`config.mk`:
```
export PLATFORM = sky130hd
export DESIGN_NAME = cook_timer_top
export DESIGN_NICKNAME = d
export VERILOG_FILES = /design/src/rtl/ct_pkg.sv /design/src/rtl/ct_digit.sv /design/src/rtl/ct_chain.sv /design/src/rtl/ct_ctrl.sv /design/src/rtl/cook_timer_top.sv
export SDC_FILE = /design/constraint.sdc
export NUM_CORES = 1
export LEC_CHECK = 0
export BUFFER_PORTS_ARGS = -buffer_cell sky130_fd_sc_hd__buf_2
export CAP_MARGIN = 20
export CORE_AREA = 2 2 55 57
export DETAILED_ROUTE_END_ITERATION = 6
export DIE_AREA = 0 0 57 59
export GPL_TIMING_DRIVEN = 0
export MAX_ROUTING_LAYER = met4
export PLACE_DENSITY = 0.79
export SLEW_MARGIN = 20
export SYNTH_ARGS = -nofsm -noshare
export SYNTH_HDL_FRONTEND = slang
export SYNTH_SLANG_ARGS = --single-unit
```
`constraint.sdc`:
```
create_clock -name clk -period 5.1 [get_ports clk]
set_input_delay 0.255 -clock clk [delete_from_list [all_inputs] [get_ports clk]]
set_output_delay 0.255 -clock clk [all_outputs]
set_load 0.005 [all_outputs]
```
`src/rtl/ct_pkg.sv`:
```
package ct_pkg;
  localparam int DIGIT_W = 4;

  typedef enum logic [2:0] {
    ST_IDLE = 3'd0,
    ST_LAMP = 3'd1,
    ST_SET  = 3'd2,
    ST_RUN  = 3'd3,
    ST_DONE = 3'd4
  } ct_state_e;

  // Upper limit of digit position i (0 = seconds units).
  function automatic logic [DIGIT_W-1:0] digit_limit(input int i);
    return ((i % 4) == 1) ? DIGIT_W'(5) : DIGIT_W'(9);
  endfunction

  // Saturate a loaded digit to its limit.
  function automatic logic [DIGIT_W-1:0] sat_digit(input logic [DIGIT_W-1:0] v,
                                                   input logic [DIGIT_W-1:0] lim);
    return (v > lim) ? lim : v;
  endfunction

  // One step down with wrap to the limit.
  function automatic logic [DIGIT_W-1:0] step_down(input logic [DIGIT_W-1:0] v,
                                                   input logic [DIGIT_W-1:0] lim);
    return (v == '0) ? lim : v - DIGIT_W'(1);
  endfunction
endpackage

```
`src/rtl/ct_digit.sv`:
```
module ct_digit
  import ct_pkg::*;
#(
  parameter logic [DIGIT_W-1:0] LIMIT = 4'd9
) (
  input  logic               clk,
  input  logic               rst,
  input  logic               load,
  input  logic               dec,
  input  logic [DIGIT_W-1:0] load_val,
  output logic [DIGIT_W-1:0] value,
  output logic               zero_q
);
  always_ff @(posedge clk or posedge rst) begin
    if (rst) begin
      value  <= '0;
      zero_q <= 1'b1;
    end else begin
      zero_q <= (value == '0);
      if (load)
        value <= sat_digit(load_val, LIMIT);
      else if (dec)
        value <= step_down(value, LIMIT);
    end
  end
endmodule

```
`src/rtl/ct_chain.sv`:
```
module ct_chain
  import ct_pkg::*;
#(
  parameter int N_DIGITS = 4,
  localparam int TW = N_DIGITS * DIGIT_W
) (
  input  logic                clk,
  input  logic                rst,
  input  logic                load,
  input  logic                dec,
  input  logic [TW-1:0]       preset,
  output logic [TW-1:0]       digits,
  output logic [N_DIGITS-1:0] zflags,
  output logic                all_zero
);
  logic [N_DIGITS-1:0] step_en;

  for (genvar i = 0; i < N_DIGITS; i++) begin : g_dig
    localparam logic [DIGIT_W-1:0] LIM = digit_limit(i);
    if (i == 0) begin : g_first
      assign step_en[i] = dec;
    end else begin : g_rest
      assign step_en[i] = step_en[i-1] & (digits[(i-1)*DIGIT_W +: DIGIT_W] == '0);
    end
    ct_digit #(.LIMIT(LIM)) u_digit (
      .clk      (clk),
      .rst      (rst),
      .load     (load),
      .dec      (step_en[i]),
      .load_val (preset[i*DIGIT_W +: DIGIT_W]),
      .value    (digits[i*DIGIT_W +: DIGIT_W]),
      .zero_q   (zflags[i])
    );
  end

  assign all_zero = (digits == '0);
endmodule

```
`src/rtl/ct_ctrl.sv`:
```
module ct_ctrl
  import ct_pkg::*;
(
  input  logic      clk,
  input  logic      rst,
  input  logic      set_req,
  input  logic      start_req,
  input  logic      test_req,
  input  logic      tick_1s,
  input  logic      all_zero,
  output ct_state_e state,
  output logic      load_now,
  output logic      dec_now,
  output logic      cook_en,
  output logic      lamp_strobe,
  output logic      load_strobe,
  output logic      done_strobe
);
  ct_state_e nxt;

  always_ff @(posedge clk or posedge rst) begin
    if (rst) state <= ST_IDLE;
    else     state <= nxt;
  end

  always_comb begin
    nxt = state;
    unique case (state)
      ST_IDLE: begin
        if (test_req)                     nxt = ST_LAMP;
        else if (set_req)                 nxt = ST_SET;
        else if (start_req && !all_zero)  nxt = ST_RUN;
      end
      ST_LAMP: if (!test_req)             nxt = ST_IDLE;
      ST_SET:  if (!set_req)              nxt = ST_IDLE;
      ST_RUN:  if (all_zero)              nxt = ST_DONE;
      ST_DONE: if (set_req || test_req)   nxt = ST_IDLE;
      default:                            nxt = ST_IDLE;
    endcase
  end

  assign lamp_strobe = (state == ST_LAMP);
  assign load_strobe = (state == ST_SET);
  assign done_strobe = (state == ST_DONE);
  assign cook_en     = (state == ST_RUN) && !all_zero;
  assign load_now    = load_strobe;
  assign dec_now     = cook_en && tick_1s;
endmodule

```
`src/rtl/cook_timer_top.sv`:
```
module cook_timer_top
  import ct_pkg::*;
#(
  parameter int N_DIGITS = 4,
  localparam int TW = N_DIGITS * DIGIT_W
) (
  input  logic                clk,
  input  logic                rst,
  input  logic                tick_1s,
  input  logic                set_req,
  input  logic                start_req,
  input  logic                test_req,
  input  logic [TW-1:0]       preset_bcd,
  output logic                cook_en,
  output logic                lamp_strobe,
  output logic                load_strobe,
  output logic                done_strobe,
  output logic [TW-1:0]       digits_bcd,
  output logic [N_DIGITS-1:0] zero_flags
);
  ct_state_e state_q;
  logic      load_now;
  logic      dec_now;
  logic      all_zero;

  ct_ctrl u_ctrl (
    .clk         (clk),
    .rst         (rst),
    .set_req     (set_req),
    .start_req   (start_req),
    .test_req    (test_req),
    .tick_1s     (tick_1s),
    .all_zero    (all_zero),
    .state       (state_q),
    .load_now    (load_now),
    .dec_now     (dec_now),
    .cook_en     (cook_en),
    .lamp_strobe (lamp_strobe),
    .load_strobe (load_strobe),
    .done_strobe (done_strobe)
  );

  ct_chain #(.N_DIGITS(N_DIGITS)) u_chain (
    .clk      (clk),
    .rst      (rst),
    .load     (load_now),
    .dec      (dec_now),
    .preset   (preset_bcd),
    .digits   (digits_bcd),
    .zflags   (zero_flags),
    .all_zero (all_zero)
  );
endmodule

```
==> summary.md <==
| Metric | Value |
|---|---|
| Status | `completed` |
| Initial DRC count | `68` |
| Initial antenna violation count | `0` |
| Final routed DRC violation total | `0` |
| RSZ-0062 raised after global routing | `false` |
| Root Buffer | `clkbuf_4` |
| Dominant cell by count in the synthesized netlist | `dfrtp_1` |
| Crit-path max FO | `8` |
| # port buffers | `45` |
| Die area | `3360 µm²` |
| Worst EP required | `4850 ps` |
| Top-area cell type share of the netlist area | `0.363` |
| Synth async-reset ratio | `1.00` |
| Die Y-Extent | `59 µm` |
| Register area | `581 µm²` |
| P&R area growth vs syn | `22.3%` |
| Final Instance Area | `1600 µm²` |
| Synth Area in Adders | `0` |
| Reg-to-reg critical path endpoint | `u_ctrl.state[0]$_DFFE_PP0P_` |
| Total grt overflow | `0` |
| Clk buf depth | `2` |
| Footprint of the multi-input gates | `662 µm²` |
| Final wirelength | `3080 µm` |
| CTS tree | `yes` |
| HPWL after detailed placement | `2350 µm` |
| Post-CTS Setup Repair Bufs | `0` |
| First-pass GRT wire length | `5350 µm` |
| Die width | `57 µm` |
| Nature of the critical path endpoint | `output port` |
| Least-Margin Pin Slew | `928 ps` |
| Worst-skew pair later-pin latency | `320 ps` |
| R2R Setup Slk | `2990 ps` |
| Clk_skew | `5.67 ps` |
| Seq/Total Area, Yosys | `0.444` |
| R2R depth | `4` |
| Post-synth EDFFs | `0` |
| Compound-gate portion of the synthesized area | `0.182` |
| Avg Cell Area, Syn | `9.09 µm²` |
| Power Dens Cells | `485 nW/µm²` |
| Clock-pin slew on the worst setup and hold paths | `130 ps` |
| Setup TNS | `0 ps` |
| Yosys top cell by area | `dfrtp_1` |
| 1st-pass router iterations | `4` |
| Placer Congestion | `0.809` |
| Final hold violation count | `0` |
| Final count of negative-setup-slack endpoints | `0` |
| Mux share of post-synthesis cell area | `0.0229` |
| # nets final | `216` |
| #FFs+latches synth | `23` |
| Core ar. | `2710 µm²` |
| Top FF cell, synth | `dfrtp_1` |
| Antenna viol nets, final | `0` |
| Syn_nets | `166` |
| Vias in the first global route | `1244` |
| Layout cells sized above 1 | `0.352` |
| Core Rows | `19` |
| Post-CTS Resized | `0` |
| Shortest period the worst path allows | `2630 ps` |
| Clk sinks | `23` |
| Mapped Cells | `144` |
| Leak pwr | `0.731 nW` |
| Fin crit share | `0.515` |
| Slew headroom | `0.376` |
| Fillers | `248` |
| Initial Util | `0.483` |
| Maximum VDD drop | `0.286 mV` |
| Tot GR Track Use | `0.208` |
| Hold-fix buffers, CTS | `0` |
| Post-synthesis cell type count | `43` |
| I/O pins | `46` |
| Inserted Diodes | `0` |
| Post-Synth Simple-Gate Area | `0.301` |
| Max Transition Viols Final | `0` |
| Vias per cell | `5.72` |
| Placed cell areas | `1570 µm²` |
| Crit path kind | `reg -> out` |
| Largest family of logic cells by synthesized area | `simple AND/OR/NAND/NOR gates` |
| Synth area leaders | `dfrtp_1 36%, dfstp_2 8.0%, o21ai_0 5.0%` |
| Largest net degree at the start of global routing | `24` |
| Syn Std Cell Area | `1310 µm²` |
| Startpoint types | `flop` |
| Routed len/inst | `13.7 µm` |
| Fmax | `380 MHz` |
| CTS HTree Levels | `1` |
| Via count | `1282` |
| Reg2reg start | `u_chain.g_dig[3].u_digit.value[0]$_DFFE_PP0P_` |
| CTS Buf Count | `3` |
| Worst Path Arrival | `2370 ps` |
| Max-cap violations | `0` |
| Hold WC Path Type | `in -> async` |
| Post-synth top cells | `19 x dfrtp_1, 17 x nor2_1, 13 x o21ai_0, 12 x a21oi_1, 9 x nand3_1` |
| Yosys warns | `0` |
| Xor/xnor share of the synthesized area | `0` |
==> cells in the final DEF (no fill, tap or decap), types with 3 or more instances in the layout <==
cell type / synthesis / final
buf_2: 1 / 46
nand3_1: 9 / 9
nor4_1: 4 / 4
dfrtp_1: 19 / 19
nand2b_1: 3 / 3
mux2i_1: 3 / 3
o21ai_0: 13 / 13
nor3b_1: 3 / 3
a21oi_1: 12 / 12
dfstp_2: 4 / 4
clkbuf_1: 3 / 3
inv_1: 3 / 3
clkbuf_4: 0 / 3
a31oi_1: 5 / 5
nand2_1: 8 / 8
nor2_1: 17 / 17
buf_4: 4 / 4
nor3_1: 3 / 3
==> worst max-delay path by stage <==
stage / from / endpoint / slack, ps / cells past startpoint
global placement: u_chain.g_dig[3].u_digit.value[0]$_DFFE_PP0P_ / cook_en / 2870 / 5
CTS: u_chain.g_dig[3].u_digit.value[0]$_DFFE_PP0P_ / cook_en / 2470 / 5
finish: u_chain.g_dig[3].u_digit.value[0]$_DFFE_PP0P_ / cook_en / 2470 / 5
detailed placement: u_chain.g_dig[3].u_digit.value[0]$_DFFE_PP0P_ / cook_en / 2830 / 5
global route: u_chain.g_dig[3].u_digit.value[0]$_DFFE_PP0P_ / cook_en / 2200 / 5
floorplan: u_chain.g_dig[3].u_digit.value[0]$_DFFE_PP0P_ / cook_en / 3360 / 4
==> routing by layer <==
layer / routed length [µm] / global-route usage / part of all wire / up-vias
li1: - / - / - / 632
met1: 1370 / 0.238 / 0.45 / 600
met2: 1450 / 0.358 / 0.47 / 41
met3: 175 / 0.0371 / 0.057 / 9
met4: 78 / 0.0897 / 0.025 / 0
met5: 0 / - / 0 / -
==> stage by stage <==
| step | setup WS [ps] | total power, mW | instances | util | hold slack, ps |
|---|---|---|---|---|---|
| after CTS | 2470 | 0.781 | 224 | 0.590 | 120 |
| final | 2470 | 0.776 | 224 | 0.590 | 93.5 |
| after global placement | 2870 | 0.678 | 220 | 0.580 | 470 |
| after detailed placement | 2830 | 0.693 | 220 | 0.580 | 474 |
| after floorplan | 3360 | 0.555 | 144 | - | 254 |
| after global routing | 2200 | 0.842 | 224 | 0.590 | 156 |
==> registers in the layout, indices dropped and copies added, names as in the netlist <==
register and cells:
u_ctrl.state 3, u_chain.g_dig.u_digit.zero_q 4, u_chain.g_dig.u_digit.value 16
==> power by group <==
part	internal [mW]	switching (mW)
Combinational	0.161	0.182
Sequential	0.259	0.0873
Clock	0.0294	0.0578
Total	0.449	0.327
==> worst max-delay path: stages, from the launching register on <==
cell,delay (ps)
dfrtp_1,480
nor4_1,820
nand3_1,310
nor2_1,260
nor2_1,70
buf_2,120
==> kinds of logic (layout without fill, tap and decap cells) <==
kind of cell,after synthesis,in the layout
simple gates,65,65
mux,3,3
compound gates,40,40
buf+inv,13,62
flops,23,23
==> final cells by class <==
type	instances	area share
Clock buffer	3	0.0141
Timing Repair Buffer	45	0.141
Clock inverter	1	0.00313
Tap cell	31	0.0242
Inverter	5	0.0125
Sequential cell	23	0.363
Buffer	8	0.0289
Multi-Input combinational cell	108	0.414
No activity file was read; power rests on OpenSTA's default activity.
